**config.mk**
```make
export PLATFORM = sky130hd
export DESIGN_NAME = coef_pingpong_ctrl
export DESIGN_NICKNAME = d
export VERILOG_FILES = /design/src/rtl/coef_pp_pkg.sv /design/src/rtl/coef_pp_regs.sv /design/src/rtl/coef_pp_hostif.sv /design/src/rtl/coef_pp_bank.sv /design/src/rtl/coef_pingpong_ctrl.sv
export SDC_FILE = /design/constraint.sdc
export NUM_CORES = 1
export LEC_CHECK = 0
export ABC_CLOCK_PERIOD_IN_PS = 13200
export BUFFER_PORTS_ARGS = -buffer_cell sky130_fd_sc_hd__buf_2
export CORE_MARGIN = 4
export CORE_UTILIZATION = 40
export CTS_BUF_LIST = sky130_fd_sc_hd__clkbuf_16
export DETAILED_ROUTE_END_ITERATION = 10
export MAX_ROUTING_LAYER = met4
export PLACE_DENSITY = 0.52
export SLEW_MARGIN = 20
export SYNTH_ARGS = -nofsm -noshare
export SYNTH_HDL_FRONTEND = slang
export SYNTH_SLANG_ARGS = --single-unit
```
**constraint.sdc**
```tcl
create_clock -name clk_i -period 13.2 [get_ports clk_i]
set_input_delay 1.32 -clock clk_i [delete_from_list [all_inputs] [get_ports clk_i]]
set_output_delay 1.32 -clock clk_i [all_outputs]
set_load 0.02 [all_outputs]
```
**src/rtl/coef_pp_pkg.sv**
```systemverilog
package coef_pp_pkg;
  localparam int ADDR_W = 7;
  localparam int DATA_W = 8;

  localparam logic [ADDR_W-1:0] REG_PAGE  = 7'd0;
  localparam logic [ADDR_W-1:0] REG_MODE  = 7'd1;
  localparam logic [ADDR_W-1:0] COEF_BASE = 7'd8;

  localparam int BIT_EN  = 2;
  localparam int BIT_ACT = 1;
  localparam int BIT_REQ = 0;
endpackage

```
**src/rtl/coef_pp_regs.sv**
```systemverilog
module coef_pp_regs
  import coef_pp_pkg::*;
#(
  parameter logic [DATA_W-1:0] CFG_PAGE = 8'd3
) (
  input  logic              clk_i,
  input  logic              rst_ni,
  input  logic [ADDR_W-1:0] addr_i,
  input  logic [DATA_W-1:0] wdata_i,
  input  logic              we_i,
  input  logic              frame_i,
  output logic [DATA_W-1:0] page_o,
  output logic              cfg_sel_o,
  output logic              adapt_o,
  output logic              active_o,
  output logic              req_o
);
  logic [DATA_W-1:0] page_q;
  logic adapt_q, active_q, req_q;
  logic cfg_we, commit, adapt_d, active_d, req_d;

  assign cfg_sel_o = (page_q == CFG_PAGE);
  assign cfg_we    = we_i && cfg_sel_o && (addr_i == REG_MODE);
  assign commit    = frame_i && req_q && adapt_q;

  always_comb begin
    adapt_d  = cfg_we ? wdata_i[BIT_EN] : adapt_q;
    req_d    = req_q;
    active_d = active_q;
    if (cfg_we)      req_d = wdata_i[BIT_REQ] & wdata_i[BIT_EN];
    else if (commit) req_d = 1'b0;
    if (!adapt_d)    active_d = 1'b0;
    else if (commit) active_d = ~active_q;
  end

  always_ff @(posedge clk_i or negedge rst_ni) begin
    if (!rst_ni) begin
      page_q   <= '0;
      adapt_q  <= 1'b0;
      active_q <= 1'b0;
      req_q    <= 1'b0;
    end else begin
      if (we_i && addr_i == REG_PAGE) page_q <= wdata_i;
      adapt_q  <= adapt_d;
      active_q <= active_d;
      req_q    <= req_d;
    end
  end

  assign page_o   = page_q;
  assign adapt_o  = adapt_q;
  assign active_o = active_q;
  assign req_o    = req_q;


  page_wr_chk: assert property (@(posedge clk_i) disable iff (!rst_ni)
    (we_i && addr_i == REG_PAGE) |=> page_q == $past(wdata_i));

  swap_commit_chk: assert property (@(posedge clk_i) disable iff (!rst_ni)
    (frame_i && req_q && adapt_q && !cfg_we) |=> (active_q != $past(active_q)) && !req_q);

  no_swap_chk: assert property (@(posedge clk_i) disable iff (!rst_ni)
    (!frame_i && !cfg_we) |=> $stable(active_q));

  flag_off_chk: assert property (@(posedge clk_i) disable iff (!rst_ni)
    !adapt_q |-> !active_q);

  req_off_chk: assert property (@(posedge clk_i) disable iff (!rst_ni)
    !adapt_q |-> !req_q);
endmodule

```
**src/rtl/coef_pp_hostif.sv**
```systemverilog
module coef_pp_hostif
  import coef_pp_pkg::*;
#(
  parameter int NUM_COEF = 8,
  parameter int COEF_W   = 24,
  localparam int NB      = COEF_W / 8,
  localparam int IDX_W   = (NUM_COEF > 1) ? $clog2(NUM_COEF) : 1,
  localparam int BSEL_W  = $clog2(NB)
) (
  input  logic              clk_i,
  input  logic              rst_ni,
  input  logic [ADDR_W-1:0] addr_i,
  input  logic [DATA_W-1:0] wdata_i,
  input  logic              we_i,
  output logic              is_coef_o,
  output logic [IDX_W-1:0]  idx_o,
  output logic [BSEL_W-1:0] bsel_o,
  output logic              commit_o,
  output logic [COEF_W-1:0] commit_data_o
);
  localparam logic [ADDR_W-1:0] LAST = ADDR_W'(int'(COEF_BASE) + NUM_COEF * NB - 1);

  logic [ADDR_W-1:0] off, quo, rem;
  logic [NB-2:0][7:0] stage_q;

  assign off       = addr_i - COEF_BASE;
  assign quo       = off / ADDR_W'(NB);
  assign rem       = off % ADDR_W'(NB);
  assign is_coef_o = (addr_i >= COEF_BASE) && (addr_i <= LAST);
  assign idx_o     = quo[IDX_W-1:0];
  assign bsel_o    = rem[BSEL_W-1:0];

  // last byte completes the word
  assign commit_o      = we_i && is_coef_o && (bsel_o == BSEL_W'(NB - 1));
  assign commit_data_o = {stage_q, wdata_i};

  always_ff @(posedge clk_i or negedge rst_ni) begin
    if (!rst_ni) begin
      stage_q <= '0;
    end else if (we_i && is_coef_o) begin
      for (int b = 0; b < NB - 1; b++)
        if (bsel_o == BSEL_W'(b)) stage_q[NB-2-b] <= wdata_i;
    end
  end
endmodule

```
**src/rtl/coef_pp_bank.sv**
```systemverilog
module coef_pp_bank #(
  parameter int NUM_COEF = 8,
  parameter int COEF_W   = 24,
  localparam int IDX_W   = (NUM_COEF > 1) ? $clog2(NUM_COEF) : 1
) (
  input  logic              clk_i,
  input  logic              rst_ni,
  input  logic              wr_en_i,
  input  logic              wr_bank_i,
  input  logic [IDX_W-1:0]  wr_idx_i,
  input  logic [COEF_W-1:0] wr_data_i,
  input  logic              h_bank_i,
  input  logic [IDX_W-1:0]  h_idx_i,
  output logic [COEF_W-1:0] h_data_o,
  input  logic              dp_bank_i,
  input  logic [IDX_W-1:0]  dp_idx_i,
  output logic [COEF_W-1:0] dp_data_o
);
  logic [COEF_W-1:0] mem_q [2][NUM_COEF];

  always_ff @(posedge clk_i or negedge rst_ni) begin
    if (!rst_ni) begin
      for (int b = 0; b < 2; b++)
        for (int i = 0; i < NUM_COEF; i++) mem_q[b][i] <= '0;
    end else if (wr_en_i && int'(wr_idx_i) < NUM_COEF) begin
      mem_q[wr_bank_i][wr_idx_i] <= wr_data_i;
    end
  end

  assign h_data_o  = (int'(h_idx_i)  < NUM_COEF) ? mem_q[h_bank_i][h_idx_i]   : '0;
  assign dp_data_o = (int'(dp_idx_i) < NUM_COEF) ? mem_q[dp_bank_i][dp_idx_i] : '0;
endmodule

```
**src/rtl/coef_pingpong_ctrl.sv**
```systemverilog
module coef_pingpong_ctrl
  import coef_pp_pkg::*;
#(
  parameter int NUM_COEF             = 8,
  parameter int COEF_W               = 24,
  parameter logic [DATA_W-1:0] CFG_PAGE = 8'd3,
  localparam int IDX_W               = (NUM_COEF > 1) ? $clog2(NUM_COEF) : 1
) (
  input  logic              clk_i,
  input  logic              rst_ni,
  input  logic [6:0]        reg_addr_i,
  input  logic [7:0]        reg_wdata_i,
  input  logic              reg_we_i,
  output logic [7:0]        reg_rdata_o,
  input  logic              pwr_down_i,
  input  logic              frame_i,
  input  logic [IDX_W-1:0]  dp_addr_i,
  output logic [COEF_W-1:0] dp_coef_o
);
  localparam int NB     = COEF_W / 8;
  localparam int BSEL_W = $clog2(NB);

  logic [DATA_W-1:0] page;
  logic cfg_sel, adapt, active, req;
  logic access_ok, coef_we, is_coef, commit;
  logic [IDX_W-1:0]  h_idx;
  logic [BSEL_W-1:0] bsel;
  logic [COEF_W-1:0] commit_data, h_word;
  logic h_bank, dp_bank;
  logic [7:0] h_byte;

  coef_pp_regs #(.CFG_PAGE(CFG_PAGE)) u_regs (
    .clk_i, .rst_ni,
    .addr_i(reg_addr_i), .wdata_i(reg_wdata_i), .we_i(reg_we_i), .frame_i,
    .page_o(page), .cfg_sel_o(cfg_sel), .adapt_o(adapt), .active_o(active), .req_o(req)
  );

  assign access_ok = adapt || pwr_down_i;
  assign coef_we   = reg_we_i && cfg_sel && access_ok;

  coef_pp_hostif #(.NUM_COEF(NUM_COEF), .COEF_W(COEF_W)) u_hostif (
    .clk_i, .rst_ni,
    .addr_i(reg_addr_i), .wdata_i(reg_wdata_i), .we_i(coef_we),
    .is_coef_o(is_coef), .idx_o(h_idx), .bsel_o(bsel),
    .commit_o(commit), .commit_data_o(commit_data)
  );

  // bank A = 0; non-adaptive: both sides on A
  assign dp_bank = adapt & active;
  assign h_bank  = adapt & ~active;

  coef_pp_bank #(.NUM_COEF(NUM_COEF), .COEF_W(COEF_W)) u_bank (
    .clk_i, .rst_ni,
    .wr_en_i(commit), .wr_bank_i(h_bank), .wr_idx_i(h_idx), .wr_data_i(commit_data),
    .h_bank_i(h_bank), .h_idx_i(h_idx), .h_data_o(h_word),
    .dp_bank_i(dp_bank), .dp_idx_i(dp_addr_i), .dp_data_o(dp_coef_o)
  );

  always_comb begin
    h_byte = '0;
    for (int b = 0; b < NB; b++)
      if (bsel == BSEL_W'(b)) h_byte = h_word[(NB-1-b)*8 +: 8];
  end

  always_comb begin
    reg_rdata_o = '0;
    if (reg_addr_i == REG_PAGE) begin
      reg_rdata_o = page;
    end else if (cfg_sel) begin
      if (reg_addr_i == REG_MODE) begin
        reg_rdata_o[BIT_EN]  = adapt;
        reg_rdata_o[BIT_ACT] = active;
        reg_rdata_o[BIT_REQ] = req;
      end else if (is_coef && access_ok) begin
        reg_rdata_o = h_byte;
      end
    end
  end


  gate_wr_chk: assert property (@(posedge clk_i) disable iff (!rst_ni)
    (!adapt && !pwr_down_i) |-> !commit);

  gate_rd_chk: assert property (@(posedge clk_i) disable iff (!rst_ni)
    (!adapt && !pwr_down_i && reg_addr_i != REG_PAGE) |-> reg_rdata_o == 8'h00);
endmodule

```
==> out/results.txt <==
status - completed
vias in the first global route - 16650
hpwl dp - 42.95 mm
drt pass-1 iters - 5
Synth Flop Type - dfrtp_1
Fin. Hold Viols - 0
mean number of vias per cell - 6.118
Slowest-stage cell, CP - nor2_8
Fill cells - 5399
Tmin final - 10.18 ns
Clock Power Share - 0.442
flop2flop setup slack - 8.77 ns
Ys Warns - 0
cts bufs inserted - 49
std cell rows - 88
worst slew pin tran - 1.183 ns
wire per inst - 27.48 um
crit path cell chain - buf_2, inv_1, ha_1, xnor2_1, nor2_1, a32oi_1, o22ai_1, nor4_4, inv_2, ha_1, a221o_1, nor4_2, nand4_4, nor2_8, buf_4, mux2i_1, nor4_1, o21ai_0, buf_2
Switch Pwr - 0.0008150 W
type of destination of the critical path - primary output
Syn Area/Cell - 12.02 um^2
Initial Utilization - 0.4043
post-route ant nets - 0
Pleak - 11.79 nW
switching share of total power - 0.2794
register area - 0.01028 mm^2
Worst Hold Class - reg -> reg
port bufs - 54
PostCTS Resize Cnt - 0
Vias - 16530
die area - 0.06225 mm^2
CTS Buffer Depth - 3
Iter 0 DRT Violations - 1468
Gate Count Post-Synth - 1941
Overall Power - 0.002917 W
FMAX - 98.26 MHz
nets - 1927
Worst Setup Start Kind - input port
share of post-route cells with drive strength above 1 - 0.3487
Internal - 0.002102 W
CORE AREA - 0.05770 mm^2
worst endpoint required time - 11.88 ns
CTS tree - built
area of the multi-input gates - 0.01229 mm^2
Slew Viols, Final - 0
number of synthesized flops with an enable pin - 0
clk root buf - clkbuf_16
post-synthesis sequential area ratio - 0.4409
initial antenna violation count - 0
Slowest Stage Delay on Critical Path - 0.83 ns
global-route wire length before repair - 112.1 mm
# setup viols final - 0
RSZ-0062 raised after global routing - no
gpl congestion - 0.8248
Routed Wire Length - 74.21 mm
GR Overflow Total - 0
Async SR Flop Fraction - 1.000
Flop pwr share - 0.434
Mapped Area - 0.02333 mm^2
Hold Buf Count CTS - 0
CP Max Fanout - 41
FF+latch count, synth - 411
worst skew pair latency - 0.60 ns
IO Pins - 55
crit share post-route - 0.7710
combinational power share - 0.124
Worst IR Drop VDD - 92.37 uV
Remaining DRCs - 0
Syn Nets - 1970
gr usage total - 0.2419
max_slew headroom - 0.2090
area growth from synthesis to layout - 9.858%
Worst Path Arrival - 8.86 ns
Layout Skew - 0.01241 ns
setup_tns - 0 ns
CTS HTree Levels - 2
Pwr per Cell Area - 113.8 mW/mm^2
# clock sinks - 411
largest net degree at the start of global routing - 150
WS Path Type - in -> out
max-cap viol count - 0
Post-CTS Setup Inserts - 0
Die X-Extent - 249.5 um
Reg clk slew, reported paths - 0.06 ns
diodes inserted - 0
post-synth cell types - 76
Die Y - 249.5 um
cells in the mapped netlist (4+ instances only):
cell | n | area share
o21ai_0 | 20 | 0.0043
nand3_1 | 129 | 0.028
a32o_1 | 5 | 0.0021
buf_1 | 30 | 0.0048
nor3_1 | 5 | 0.0011
and2_1 | 7 | 0.0019
nand4_1 | 24 | 0.0064
mux2_1 | 52 | 0.025
nand4_4 | 7 | 0.0064
nor2_1 | 27 | 0.0043
clkbuf_1 | 103 | 0.017
o211ai_1 | 11 | 0.0035
inv_1 | 4 | 0.00064
mux2_4 | 17 | 0.011
mux2_2 | 353 | 0.17
buf_2 | 27 | 0.0058
a211oi_1 | 8 | 0.0026
nor2b_1 | 4 | 0.0011
xnor2_1 | 6 | 0.0023
a32oi_1 | 20 | 0.0075
mux4_2 | 120 | 0.12
o31ai_1 | 5 | 0.0016
buf_6 | 15 | 0.0072
nor3_2 | 8 | 0.0034
a221oi_1 | 5 | 0.0019
dfrtp_1 | 411 | 0.44
o22ai_1 | 5 | 0.0013
a22oi_1 | 5 | 0.0016
o221ai_1 | 4 | 0.0015
nand2b_1 | 7 | 0.0019
a311o_1 | 4 | 0.0017
a21oi_1 | 12 | 0.0026
a31oi_1 | 15 | 0.0040
nand2_1 | 330 | 0.053
or3_1 | 4 | 0.0011
mux2i_1 | 57 | 0.024
and3_1 | 4 | 0.0011
ha_1 | 6 | 0.0032
nor4_1 | 5 | 0.0013
kinds of logic after synthesis:
family,share of synthesized area
fa+ha+maj,0.003218
flops,0.4409
xor+xnor,0.002628
mux,0.3467
simple gates,0.1204
compound gates,0.04849
buf+inv,0.03765
sequential cells by signal, summed over array words and instances (netlist names):
| name | count |
|---|---|
| u_regs.adapt_o | 1 |
| u_bank.mem_q | 384 |
| u_regs.req_o | 1 |
| u_regs.active_o | 1 |
| u_regs.page_o | 8 |
| u_hostif.commit_data_o | 16 |
stage by stage:
step | hold WS (ns) | utilization | std cells | instance area (um^2) | setup WS (ns)
6_report | 0.5159 | 0.4442 | 2701 | 25630 | 3.023
5_1_grt | 0.5321 | 0.4442 | 2701 | 25630 | 2.526
4_1_cts | 0.5118 | 0.4439 | 2700 | 25610 | 3.111
3_5_place_dp | 0.4976 | 0.4176 | 2611 | 24090 | 3.124
3_3_place_gp | 0.4910 | 0.4176 | 2611 | 24090 | 3.209
2_1_floorplan | 0.4756 | - | 1941 | 23330 | 5.896
critical path, delay by kind of cell:
family	cells	cell delay, ns
compound gates	4	1.10
xor+xnor	1	0.46
fa+ha+maj	2	0.72
buf+inv	5	1.91
mux	1	0.80
simple gates	6	2.48
worst paths after layout:
check / from / to / cells after the start
worst max-delay path: reg_addr_i[3] / reg_rdata_o[1] / 19
worst min-delay path: u_bank.mem_q[233] / u_bank.mem_q[233] / 1
worst max register to register: u_regs.page_o[4] / u_bank.mem_q[340] / 8
worst min register to register: u_bank.mem_q[233] / u_bank.mem_q[233] / 1
max in group asynchronous: rst_ni / u_bank.mem_q[143] / 4
min in group asynchronous: rst_ni / u_bank.mem_q[90] / 1
power groups by stage:
| stage | clock (W) | sequential (W) | combinational [W] |
|---|---|---|---|
| floorplan | 0 | 0.00129 | 0.000219 |
| global placement | 0 | 0.00129 | 0.000359 |
| detailed placement | 0 | 0.00129 | 0.000358 |
| CTS | 0.00132 | 0.00126 | 0.000359 |
| global route | 0.00137 | 0.00126 | 0.000384 |
| finish | 0.00129 | 0.00126 | 0.000363 |
cells in the final DEF, fill, tap and decap left out, types with 30 or more instances in the layout:
master,instances
buf_4,30
nand3_1,129
mux2i_1,57
buf_2,52
mux2_1,52
mux2_2,353
mux4_2,120
clkbuf_16,50
dfrtp_1,411
nand2_1,329
layout make-up:
type	count	share of cell area
Clock buffer	50	0.04882
Clock inverter	39	0.01035
Inverter	6	0.0008788
Multi-Input combinational cell	1344	0.4794
Sequential cell	411	0.4013
Tap cell	765	0.03735
Timing Repair Buffer	86	0.02187
routing by layer:
layer  track usage  part of all wire  vias to the layer above
met3       0.03668             0.061                      127
met2        0.3759              0.47                      591
met4       0.06487             0.028                        0
met1        0.3351              0.44                     8712
met5             -                 0                        -
li1              -                 -                     7095
No activity file was read; power rests on OpenSTA's default activity.
